--- config.mk ---
export PLATFORM = sky130hd
export DESIGN_NAME = modn_dispatcher
export DESIGN_NICKNAME = d
export VERILOG_FILES = /design/src/rtl/modn_disp_pkg.sv /design/src/rtl/modn_head_classify.sv /design/src/rtl/modn_queue_view.sv /design/src/rtl/modn_rotor.sv /design/src/rtl/modn_sat_stat.sv /design/src/rtl/modn_dispatcher.sv
export SDC_FILE = /design/constraint.sdc
export NUM_CORES = 1
export LEC_CHECK = 0
export CORE_ASPECT_RATIO = 0.5
export CORE_UTILIZATION = 26
export CTS_CLUSTER_SIZE = 8
export DETAILED_ROUTE_END_ITERATION = 12
export MAX_ROUTING_LAYER = met4
export SYNTH_ARGS = -nofsm -noshare
export SYNTH_HDL_FRONTEND = slang
export SYNTH_SLANG_ARGS = --single-unit
--- constraint.sdc ---
create_clock -name clk -period 5.2 [get_ports clk]
set_clock_uncertainty 0.05 [all_clocks]
set_input_delay 1.3 -clock clk [delete_from_list [all_inputs] [get_ports clk]]
set_output_delay 1.3 -clock clk [all_outputs]
set_load 0.01 [all_outputs]
--- src/rtl/modn_disp_pkg.sv ---
package modn_disp_pkg;

  typedef enum logic [1:0] {
    S_IDLE = 2'd0,
    S_RUN  = 2'd1,
    S_SEEK = 2'd2
  } run_state_e;

  typedef enum logic [1:0] {
    HC_SQUASH = 2'd0,
    HC_STALL  = 2'd1,
    HC_DROP   = 2'd2,
    HC_PLACE  = 2'd3
  } head_cls_e;

  // stop codes seen at end_cause_o
  localparam logic [3:0] EC_LIMIT   = 4'd0;
  localparam logic [3:0] EC_EMPTY   = 4'd1;
  localparam logic [3:0] EC_SERIAL  = 4'd2;
  localparam logic [3:0] EC_Q_BASE  = 4'd2;  // + refusal code 1..3
  localparam logic [3:0] EC_G_BASE  = 4'd6;  // + global kind 0..3

  function automatic logic [3:0] refuse_to_cause(input logic [1:0] code);
    return EC_Q_BASE + {2'b00, code};
  endfunction

  function automatic logic [3:0] global_to_cause(input logic [1:0] kind);
    return EC_G_BASE + {2'b00, kind};
  endfunction

endpackage

--- src/rtl/modn_head_classify.sv ---
module modn_head_classify
  import modn_disp_pkg::*;
(
  input  logic      squash_i,
  input  logic      serial_i,
  input  logic      fault_i,
  input  logic      nop_i,
  input  logic      pref_i,
  input  logic      nofu_i,
  input  logic      rob_busy_i,
  output head_cls_e cls_o
);

  logic droppable;

  always_comb begin
    droppable = !fault_i && (nop_i || pref_i || nofu_i);
    if (squash_i)
      cls_o = HC_SQUASH;
    else if (serial_i && rob_busy_i)
      cls_o = HC_STALL;
    else if (droppable)
      cls_o = HC_DROP;
    else
      cls_o = HC_PLACE;
  end

endmodule

--- src/rtl/modn_queue_view.sv ---
module modn_queue_view #(
  parameter int Q      = 4,
  parameter int FREE_W = 5,
  localparam int QI_W  = (Q > 1) ? $clog2(Q) : 1
) (
  input  logic [2*Q-1:0]      refuse_i,
  input  logic [FREE_W*Q-1:0] free_i,
  input  logic [QI_W-1:0]     cur_i,
  input  logic [QI_W-1:0]     probe_i,
  output logic [1:0]          cur_refuse_o,
  output logic [FREE_W-1:0]   cur_free_o,
  output logic [1:0]          probe_refuse_o
);

  logic [1:0]        ref_a  [Q];
  logic [FREE_W-1:0] free_a [Q];

  for (genvar g = 0; g < Q; g++) begin : g_unpack
    assign ref_a[g]  = refuse_i[2*g +: 2];
    assign free_a[g] = free_i[FREE_W*g +: FREE_W];
  end

  always_comb begin
    cur_refuse_o   = 2'd0;
    cur_free_o     = '0;
    probe_refuse_o = 2'd0;
    for (int i = 0; i < Q; i++) begin
      if (cur_i == QI_W'(i)) begin
        cur_refuse_o = ref_a[i];
        cur_free_o   = free_a[i];
      end
      if (probe_i == QI_W'(i))
        probe_refuse_o = ref_a[i];
    end
  end

endmodule

--- src/rtl/modn_rotor.sv ---
module modn_rotor #(
  parameter int Q      = 4,
  parameter int MOD_N  = 3,
  localparam int QI_W  = (Q > 1) ? $clog2(Q) : 1,
  localparam int MW    = (MOD_N > 1) ? $clog2(MOD_N) : 1
) (
  input  logic            clk,
  input  logic            rst_n,
  input  logic            place_i,
  output logic [QI_W-1:0] ptr_o,
  output logic            adv_o,
  output logic [QI_W-1:0] ptr_next_o
);

  logic [MW-1:0]   phase_q, phase_d;
  logic [QI_W-1:0] ptr_q, ptr_d;

  always_comb begin
    phase_d    = (phase_q == MW'(MOD_N - 1)) ? '0 : phase_q + 1'b1;
    adv_o      = (phase_d != '0);
    ptr_next_o = (ptr_q == QI_W'(Q - 1)) ? '0 : ptr_q + 1'b1;
    ptr_d      = adv_o ? ptr_next_o : ptr_q;
  end

  always_ff @(posedge clk or negedge rst_n) begin
    if (!rst_n) begin
      phase_q <= '0;
      ptr_q   <= '0;
    end else if (place_i) begin
      phase_q <= phase_d;
      ptr_q   <= ptr_d;
    end
  end

  assign ptr_o = ptr_q;

endmodule

--- src/rtl/modn_sat_stat.sv ---
module modn_sat_stat #(
  parameter int W     = 32,
  parameter int AMT_W = 1,
  localparam int SW   = ((W > AMT_W) ? W : AMT_W) + 1
) (
  input  logic             clk,
  input  logic             rst_n,
  input  logic             en_i,
  input  logic [AMT_W-1:0] amt_i,
  output logic [W-1:0]     val_o
);

  logic [W-1:0]  val_q, val_d;
  logic [SW-1:0] sum;

  always_comb begin
    sum   = SW'(val_q) + SW'(amt_i);
    val_d = (sum > SW'({W{1'b1}})) ? {W{1'b1}} : sum[W-1:0];
  end

  always_ff @(posedge clk or negedge rst_n) begin
    if (!rst_n)
      val_q <= '0;
    else if (en_i)
      val_q <= val_d;
  end

  assign val_o = val_q;

endmodule

--- src/rtl/modn_dispatcher.sv ---
module modn_dispatcher
  import modn_disp_pkg::*;
#(
  parameter int Q      = 4,
  parameter int MOD_N  = 3,
  parameter int DISP_W = 4,
  parameter int FREE_W = 5,
  parameter int DQC_W  = 4,
  parameter int STAT_W = 32,
  localparam int QI_W  = (Q > 1) ? $clog2(Q) : 1,
  localparam int CNT_W = $clog2(DISP_W + 1)
) (
  input  logic              clk,
  input  logic              rst_n,
  input  logic              start_i,
  input  logic [CNT_W-1:0]  max_req_i,
  input  logic              loose_i,
  input  logic [DQC_W-1:0]  dq_count_i,
  input  logic              dq_squash_i,
  input  logic              dq_serial_i,
  input  logic              dq_fault_i,
  input  logic              dq_nop_i,
  input  logic              dq_pref_i,
  input  logic              dq_nofu_i,
  output logic              dq_pop_o,
  input  logic              rob_busy_i,
  input  logic [2*Q-1:0]    q_refuse_i,
  input  logic [FREE_W*Q-1:0] q_free_i,
  output logic              q_push_o,
  output logic [QI_W-1:0]   q_sel_o,
  input  logic              glb_fail_i,
  input  logic [1:0]        glb_kind_i,
  output logic              busy_o,
  output logic              done_o,
  output logic [CNT_W-1:0]  disp_count_o,
  output logic [3:0]        end_cause_o,
  output logic [QI_W-1:0]   rot_ptr_o,
  output logic [STAT_W-1:0] q_stall_cnt_o,
  output logic [STAT_W-1:0] q_stall_free_o,
  output logic [STAT_W-1:0] ser_stall_cnt_o
);

  run_state_e      st_q, st_d;
  logic [QI_W-1:0] cur_q, cur_d;
  logic [QI_W-1:0] first_q, first_d;
  logic [QI_W-1:0] probe_q, probe_d;
  logic            lu_q, lu_d;
  logic [CNT_W-1:0] cnt_q, cnt_d;
  logic [CNT_W-1:0] maxe_q, maxe_d;
  logic [1:0]      orig_q, orig_d;
  logic            done_q, done_d;
  logic [3:0]      cause_q, cause_d;

  head_cls_e         hcls;
  logic [1:0]        cur_ref, probe_ref;
  logic [FREE_W-1:0] cur_free;
  logic [QI_W-1:0]   rptr, rptr_nx;
  logic              radv;

  logic            place, consume, stop, ser_inc, stall_inc;
  logic [3:0]      stop_c;
  logic [QI_W-1:0] place_q;

  modn_head_classify u_cls (
    .squash_i   (dq_squash_i),
    .serial_i   (dq_serial_i),
    .fault_i    (dq_fault_i),
    .nop_i      (dq_nop_i),
    .pref_i     (dq_pref_i),
    .nofu_i     (dq_nofu_i),
    .rob_busy_i (rob_busy_i),
    .cls_o      (hcls)
  );

  modn_queue_view #(.Q(Q), .FREE_W(FREE_W)) u_view (
    .refuse_i       (q_refuse_i),
    .free_i         (q_free_i),
    .cur_i          (cur_q),
    .probe_i        (probe_q),
    .cur_refuse_o   (cur_ref),
    .cur_free_o     (cur_free),
    .probe_refuse_o (probe_ref)
  );

  modn_rotor #(.Q(Q), .MOD_N(MOD_N)) u_rot (
    .clk        (clk),
    .rst_n      (rst_n),
    .place_i    (place),
    .ptr_o      (rptr),
    .adv_o      (radv),
    .ptr_next_o (rptr_nx)
  );

  modn_sat_stat #(.W(STAT_W), .AMT_W(1)) u_st_cnt (
    .clk (clk), .rst_n (rst_n), .en_i (stall_inc), .amt_i (1'b1),
    .val_o (q_stall_cnt_o)
  );

  modn_sat_stat #(.W(STAT_W), .AMT_W(FREE_W)) u_st_free (
    .clk (clk), .rst_n (rst_n), .en_i (stall_inc), .amt_i (cur_free),
    .val_o (q_stall_free_o)
  );

  modn_sat_stat #(.W(STAT_W), .AMT_W(1)) u_ser_cnt (
    .clk (clk), .rst_n (rst_n), .en_i (ser_inc), .amt_i (1'b1),
    .val_o (ser_stall_cnt_o)
  );

  function automatic logic [QI_W-1:0] wrap_inc(input logic [QI_W-1:0] v);
    return (v == QI_W'(Q - 1)) ? '0 : v + 1'b1;
  endfunction

  // next-state logic
  always_comb begin
    st_d      = st_q;
    cur_d     = cur_q;
    first_d   = first_q;
    probe_d   = probe_q;
    lu_d      = lu_q;
    cnt_d     = cnt_q;
    maxe_d    = maxe_q;
    orig_d    = orig_q;
    done_d    = 1'b0;
    cause_d   = cause_q;
    place     = 1'b0;
    place_q   = cur_q;
    consume   = 1'b0;
    stop      = 1'b0;
    stop_c    = EC_LIMIT;
    ser_inc   = 1'b0;
    stall_inc = 1'b0;

    unique case (st_q)
      S_IDLE: begin
        if (start_i) begin
          st_d    = S_RUN;
          cnt_d   = '0;
          cur_d   = rptr;
          first_d = rptr;
          lu_d    = 1'b0;
          maxe_d  = (max_req_i == '0) ? CNT_W'(DISP_W) : max_req_i;
        end
      end

      S_RUN: begin
        if (dq_count_i == '0) begin
          stop   = 1'b1;
          stop_c = EC_EMPTY;
        end else begin
          unique case (hcls)
            HC_SQUASH, HC_DROP: consume = 1'b1;
            HC_STALL: begin
              stop    = 1'b1;
              stop_c  = EC_SERIAL;
              ser_inc = 1'b1;
            end
            default: begin
              if (cur_ref == 2'd0) begin
                place   = 1'b1;
                consume = 1'b1;
              end else if (cur_free != '0) begin
                stall_inc = 1'b1;
                if (loose_i) begin
                  st_d    = S_SEEK;
                  probe_d = wrap_inc(cur_q);
                  orig_d  = cur_ref;
                end else begin
                  stop   = 1'b1;
                  stop_c = refuse_to_cause(cur_ref);
                end
              end else begin
                stop   = 1'b1;
                stop_c = refuse_to_cause(cur_ref);
              end
            end
          endcase
        end
      end

      S_SEEK: begin
        if (probe_q == first_q) begin
          stop   = 1'b1;
          stop_c = refuse_to_cause(orig_q);
        end else if (probe_ref == 2'd0) begin
          place   = 1'b1;
          place_q = probe_q;
          consume = 1'b1;
          cur_d   = probe_q;
          lu_d    = 1'b1;
          st_d    = S_RUN;
        end else begin
          probe_d = wrap_inc(probe_q);
        end
      end

      default: st_d = S_IDLE;
    endcase

    if (consume) begin
      cnt_d = cnt_q + 1'b1;
      if (dq_count_i == DQC_W'(1)) begin
        stop   = 1'b1;
        stop_c = EC_EMPTY;
      end else if (glb_fail_i) begin
        stop   = 1'b1;
        stop_c = global_to_cause(glb_kind_i);
      end else if (cnt_d >= maxe_q) begin
        stop   = 1'b1;
        stop_c = EC_LIMIT;
      end
    end

    if (place && radv && !lu_d) begin
      cur_d   = rptr_nx;
      first_d = rptr_nx;
    end

    if (stop) begin
      st_d    = S_IDLE;
      done_d  = 1'b1;
      cause_d = stop_c;
    end
  end

  // state registers
  always_ff @(posedge clk or negedge rst_n) begin
    if (!rst_n) begin
      st_q    <= S_IDLE;
      cur_q   <= '0;
      first_q <= '0;
      probe_q <= '0;
      lu_q    <= 1'b0;
      cnt_q   <= '0;
      maxe_q  <= '0;
      orig_q  <= 2'd0;
      done_q  <= 1'b0;
      cause_q <= EC_LIMIT;
    end else begin
      st_q    <= st_d;
      cur_q   <= cur_d;
      first_q <= first_d;
      probe_q <= probe_d;
      lu_q    <= lu_d;
      cnt_q   <= cnt_d;
      maxe_q  <= maxe_d;
      orig_q  <= orig_d;
      done_q  <= done_d;
      cause_q <= cause_d;
    end
  end

  assign dq_pop_o     = consume;
  assign q_push_o     = place;
  assign q_sel_o      = place_q;
  assign busy_o       = (st_q != S_IDLE);
  assign done_o       = done_q;
  assign disp_count_o = cnt_q;
  assign end_cause_o  = cause_q;
  assign rot_ptr_o    = rptr;

endmodule

==> flow_summary.yaml, run 1 <==
power_and_ir_drop:
  power.switching_w: 0.00187
  power_frac_comb_pct: 42.6
  peakVddDrop_mv: 0.243
  leakage_nw: 4.43
  clockPowerShare_pct: 24.0
  p_per_area_nw_per_um2: 446
  intPower_w: 0.00283
  seq_power_share_pct: 33.4
  p_sw_share_pct: 39.8
critical_path:
  reg2reg_depth: 16
  r2r_end: "u_st_free.val_o[15]"
  rrSetupSlack_ps: 1040
  cp_data_required_time_ps: 3850
  end_kind: "primary output"
  r2r_start: "cur_q[1]"
  critPathKind: "primary input to primary output"
  cp_max_fo: 4
  start_kind: "primary input"
  arrival_ps: 3570
detailed_routing:
  wirelength_um: 25600
  firstDrtPassIters: 7
  drtIter0Drc: 567
  wl_per_cell_um: 17.3
  drt-vias-per-instance: 5.25
  drc: 0
  vias: 7751
  postRouteAntennaNets: 0
worst_hold_path:
  hold_depth: 2
  hold_end: "u_rot.phase_q[1]"
  hold_class: "flop to flop"
  min-delay-start: "u_rot.phase_q[1]"
synthesis:
  yosysSeqAreaShare_pct: 38.5
  synth_top_cell_by_area: "dfrtp_1"
  syn_avg_cell_area_um2: 8.62
  async_flop_share_pct: 100
  synthTopCellsByArea: "dfrtp_1, nand2_1, ha_1"
  syn_area_um2: 7930
  ys_types: 75
  ys_warn_count: 0
  syn_inst: 920
  syn_nets: 996
  synth_edf_count: 0
  synthFlopType: "dfrtp_1"
  ys_ff_latch: 122
  synth_top_area_share_pct: 38.5
timing:
  hold_violations: 0
  period_needed_ps: 4920
  worst_pin_slew_ps: 1010
  slew_headroom_pct: 32.4
  slew_viol_final: 0
  post-route-period-util_pct: 94.7
  rsz0062_at_grt: "false"
  setup_violations: 0
  max_freq_mhz: 203
  setup_tns_ps: 0
clock_network:
  cts_buffers: 17
  clk_latency_ps: 420
  post_cts_buffers: 0
  cts_tree: "yes"
  root_buffer: "clkbuf_16"
  cts_buffer_depth: 2
  cts_num_sinks: 122
  clkSlewWorstSetupHoldPaths_ps: 60
  htree_levels: 4
  cts_hold_buf: 0
placed_design:
  routabilityCongestion: 0.923
  io_buffer_count: 159
  placed_area_um2: 10000
  place_hpwl_um: 19000
finish:
  final_common_cell: "clkdlybuf4s50_1"
  nets: 1150
  mostFrequentLayoutCells: "clkdlybuf4s50_1, dfrtp_1, nand2_1"
  area_growth_pct: 32.9
  finish.instance_area_um2: 10500
  drive_gt1_share_pct: 7.92
  antennaDiodeCount: 0
global_routing:
  track_usage_pct: 17.0
  grt_overflow: 0
  grt_pass1_wl_um: 41300
  grt_max_degree: 74
  grt_use_met2_pct: 27.9
  busiest_layer: "met2"
  grt_util_met1_pct: 21.0
  first_global_vias: 7503
  met3_usage_pct: 2.64
  antenna_found_initial: 0
floorplanning:
  io_pins: 160
  core_um2: 29500
  die_h_um: 126
  die_area_um2: 31300
  initial_core_util_pct: 26.9
  fp-row-count: 44
  die_x_um: 249
run:
  maxCapViolations: 0
outcome:
  outcome: "completed"
[worst max path at each step]
stage                  startpoint       end  slack [ps]  depth (start not counted)
floorplan           dq_count_i[0]  q_push_o        1210                          7
global placement    dq_count_i[0]  q_push_o         210                          8
detailed placement  dq_count_i[1]  q_push_o         150                          8
CTS                 dq_count_i[1]  q_push_o         120                          8
global route        dq_count_i[3]  q_push_o         110                          8
finish              dq_count_i[1]  q_push_o         280                          8
[routing by layer]
metal,part of all wire (%),wire (um),vias to the layer above
li1,-,-,3722
met1,44,11300,3809
met2,50,12700,183
met3,3.6,928,37
met4,2.7,691,0
met5,0,0,-
[layout make-up]
cell class	instances	area (um2)
clock buffers	23	478
clock inverters	8	70.1
fillers	2956	19000
inverters	31	116
multi-input cells	727	4610
flip-flops and latches	122	3050
well taps	391	489
repair buffers	175	1730
[repair_timing]
| action | 4_1_cts | 5_1_grt |
|---|---|---|
| endpoints found under the hold margin | 0 | 0 |
| gates resized for setup | 0 | 1 |
| endpoints found under the setup margin | 0 | 1 |
[stage by stage]
step	instances	hold WS [ps]	util, %	total power [W]	worst slack, ps
after global placement	1446	429	33.9	0.00353	213
after CTS	1477	463	35.7	0.00474	121
final	1477	452	35.7	0.00470	278
after floorplan	920	408	-	0.00268	1210
after global routing	1477	481	35.7	0.00502	107
after detailed placement	1446	450	33.9	0.00359	146
[power groups by stage]
stage,clock [W],sequential [W],combinational [W]
CTS,0.00115,0.00157,0.00202
global placement,0,0.00157,0.00197
finish,0.00113,0.00157,0.00200
detailed placement,0,0.00158,0.00201
global route,0.00120,0.00163,0.00219
floorplan,0,0.00151,0.00117
[sequential cells by signal (all words and copies together) (netlist names)]
signal and flops:
u_rot.phase_q 2, lu_q 1, probe_q 2, end_cause_o 4, u_st_free.val_o 32, u_st_cnt.val_o 32
orig_q 2, st_q 2, cur_q 2, u_ser_cnt.val_o 32, done_o 1, u_rot.ptr_o 2
first_q 2, maxe_q 3, disp_count_o 3
[synth_stat cells, types with 14 or more instances]
| cell | count |
|---|---|
| inv_1 | 31 |
| a21oi_1 | 61 |
| and2_1 | 14 |
| nand3_1 | 38 |
| xor2_1 | 23 |
| ha_1 | 26 |
| nand2_1 | 96 |
| and3_1 | 43 |
| o21ai_0 | 41 |
| nor2_1 | 66 |
| nor3_1 | 44 |
| clkbuf_1 | 27 |
| dfrtp_1 | 122 |
| a31oi_1 | 38 |
| nand4_1 | 27 |
[critical path, stage by stage]
cell and delay [ps]:
clkdlybuf4s50_1 420, or4_1 560, nand2_1 180, or2_2 180, nor3_1 90, o21ai_1 260, inv_1 90, clkdlybuf4s50_1 480
[kinds of logic (layout without fill, tap and decap cells)]
| logic type | after synthesis | after routing | share of synthesized area (%) |
|---|---|---|---|
| buf+inv | 71 | 237 | 3.60 |
| fa+ha+maj | 27 | 27 | 4.35 |
| mux | 16 | 16 | 2.21 |
| compound gates | 231 | 231 | 19.0 |
| simple gates | 417 | 417 | 28.4 |
| flops | 122 | 122 | 38.5 |
| xor+xnor | 36 | 36 | 3.97 |
(Power assumes the default switching activity.)
==> inputs of run 2 (changes only) <==
--- a/config.mk
+++ b/config.mk
@@ -6,7 +6,7 @@
 export NUM_CORES = 1
 export LEC_CHECK = 0
 export CORE_ASPECT_RATIO = 0.5
-export CORE_UTILIZATION = 26
+export CORE_UTILIZATION = 35
 export CTS_CLUSTER_SIZE = 8
 export DETAILED_ROUTE_END_ITERATION = 12
 export MAX_ROUTING_LAYER = met4
==> constraint.sdc (replaced) <==
create_clock -name clk -period 5.2 [get_ports clk]
set_clock_uncertainty 0.05 [all_clocks]
set_input_delay 0.52 -clock clk [delete_from_list [all_inputs] [get_ports clk]]
set_output_delay 0.52 -clock clk [all_outputs]
set_load 0.01 [all_outputs]
==> flow_summary.yaml, run 2 (synthesis gave the netlist of run 1 again) <==
detailed_routing:
  wl_per_cell_um: 17.1
  drc: 0
  vias: 7597
  drt-vias-per-instance: 5.53
  postRouteAntennaNets: 0
  wirelength_um: 23600
  drtIter0Drc: 616
  firstDrtPassIters: 5
floorplanning:
  die_x_um: 215
  die_h_um: 108
  initial_core_util_pct: 36.1
  fp-row-count: 38
  core_um2: 22000
  io_pins: 160
  die_area_um2: 23300
critical_path:
  end_kind: "primary output"
  start_kind: "flop"
  cp_max_fo: 7
  slowest_delay_ps: 530
  critPathKind: "flop to primary output"
  crit_slowest_cell: "clkdlybuf4s50_1"
  path_cells: "inv_1 -> ha_1 -> or2_0 -> a221o_1 -> a22oi_1 -> or2_2 -> a41o_1 -> nand2_1 -> inv_1 -> clkdlybuf4s50_1"
  crit_start: "cur_q[0]"
  cp_common_cell: "inv_1"
  r2r_start: "cur_q[0]"
  arrival_ps: 3610
  cp_data_required_time_ps: 4630
power_and_ir_drop:
  intPower_w: 0.00288
  p_per_area_nw_per_um2: 449
  peakVddDrop_mv: 0.207
  seq_power_share_pct: 33.6
  power.switching_w: 0.00177
  clockPowerShare_pct: 25.7
  p_sw_share_pct: 38.0
  leakage_nw: 4.39
  power_frac_comb_pct: 40.8
global_routing:
  first_global_vias: 7225
  track_usage_pct: 21.7
  grt_max_degree: 58
  grt_pass1_wl_um: 38900
  grt_overflow: 0
  antenna_found_initial: 1
clock_network:
  cts_hold_buf: 0
  post_cts_buffers: 0
  clkSlewWorstSetupHoldPaths_ps: 50
  cts_buffers: 17
  cts_tree: "yes"
  cts_buffer_depth: 2
  htree_levels: 4
  cts_num_sinks: 122
  cts.repair.resized: 0
  clk_latency_ps: 430
  root_buffer: "clkbuf_16"
timing:
  period_needed_ps: 4180
  setup_violations: 0
  max_freq_mhz: 239
  rsz0062_at_grt: "false"
  worst_pin_slew_ps: 1120
  setup_ws_ps: 1020
  setup_tns_ps: 0
  hold_violations: 0
  post-route-period-util_pct: 80.5
  slew_viol_final: 0
  slew_headroom_pct: 25.4
finish:
  drive_gt1_share_pct: 6.98
  mostFrequentLayoutCells: "clkdlybuf4s50_1, dfrtp_1, nand2_1"
  area_growth_pct: 30.7
  final_common_cell: "clkdlybuf4s50_1"
  nets: 1140
  fillers: 2141
  final_cells: 1375
  seq_area_um2: 3050
  multi_input_area_um2: 4610
  finish.instance_area_um2: 10400
placed_design:
  routabilityCongestion: 0.906
  placed_area_um2: 9780
  pre_cts_ws_ps: 1090
  place_inst: 1345
  place_hpwl_um: 17600
  io_buffer_count: 159
outcome:
  outcome: "completed"
worst_hold_path:
  hold_class: "primary input to asynchronous set/reset pin"
run:
  maxCapViolations: 0
-- run 2: critical path: cells and delay by family (launching register included) --
kind / cells / cell delay [ps]
and+or+nand+nor: 3 / 770
adders and majority gates: 1 / 240
DFF: 1 / 420
AOI/OAI and AO/OA: 3 / 1040
buffers and inverters: 3 / 730
-- run 2: layout make-up --
cell class	instances	area share, %
multi-input combinational	727	44.4
sequential	122	29.4
timing repair buffer	165	15.8
clock buffer	21	4.44
tap	300	3.62
clock inverter	8	1.17
inverter	31	1.12
antenna	1	0.0241
-- run 2: worst paths after layout --
kind                                             to  slack, ps  depth (start not counted)
worst min-delay path            u_st_free.val_o[10]        100                          1
worst min register to register     u_rot.phase_q[0]        450                          1
worst max-delay path                       dq_pop_o       1020                         10
max in group asynchronous       u_ser_cnt.val_o[12]       3990                          2
min in group clk                   u_rot.phase_q[0]        450                          1
worst max register to register  u_st_free.val_o[15]       1080                         15
-- run 2: per-layer routing --
layer  up-vias  share of wire (%)  track usage (%)
met3        17                5.3             6.08
met5         -                  0                -
met2       168                 47             33.9
li1       3704                  -                -
met1      3708                 47             27.8
met4         0                1.1             5.46
-- run 2: power by group through the flow --
stage | Combinational (W) | Sequential, W | Clock [W]
detailed placement | 0.00190 | 0.00158 | 0
global placement | 0.00187 | 0.00156 | 0
global route | 0.00211 | 0.00161 | 0.00128
floorplan | 0.00117 | 0.00151 | 0
CTS | 0.00191 | 0.00156 | 0.00123
finish | 0.00190 | 0.00156 | 0.00119
-- run 2: through the flow --
stage	power, W	hold slack (ps)	utilization (%)
5_1_grt	0.00500	143	47.2
6_report	0.00465	98.3	47.2
2_1_floorplan	0.00268	174	-
4_1_cts	0.00470	129	47.2
3_3_place_gp	0.00343	430	44.5
3_5_place_dp	0.00348	443	44.5
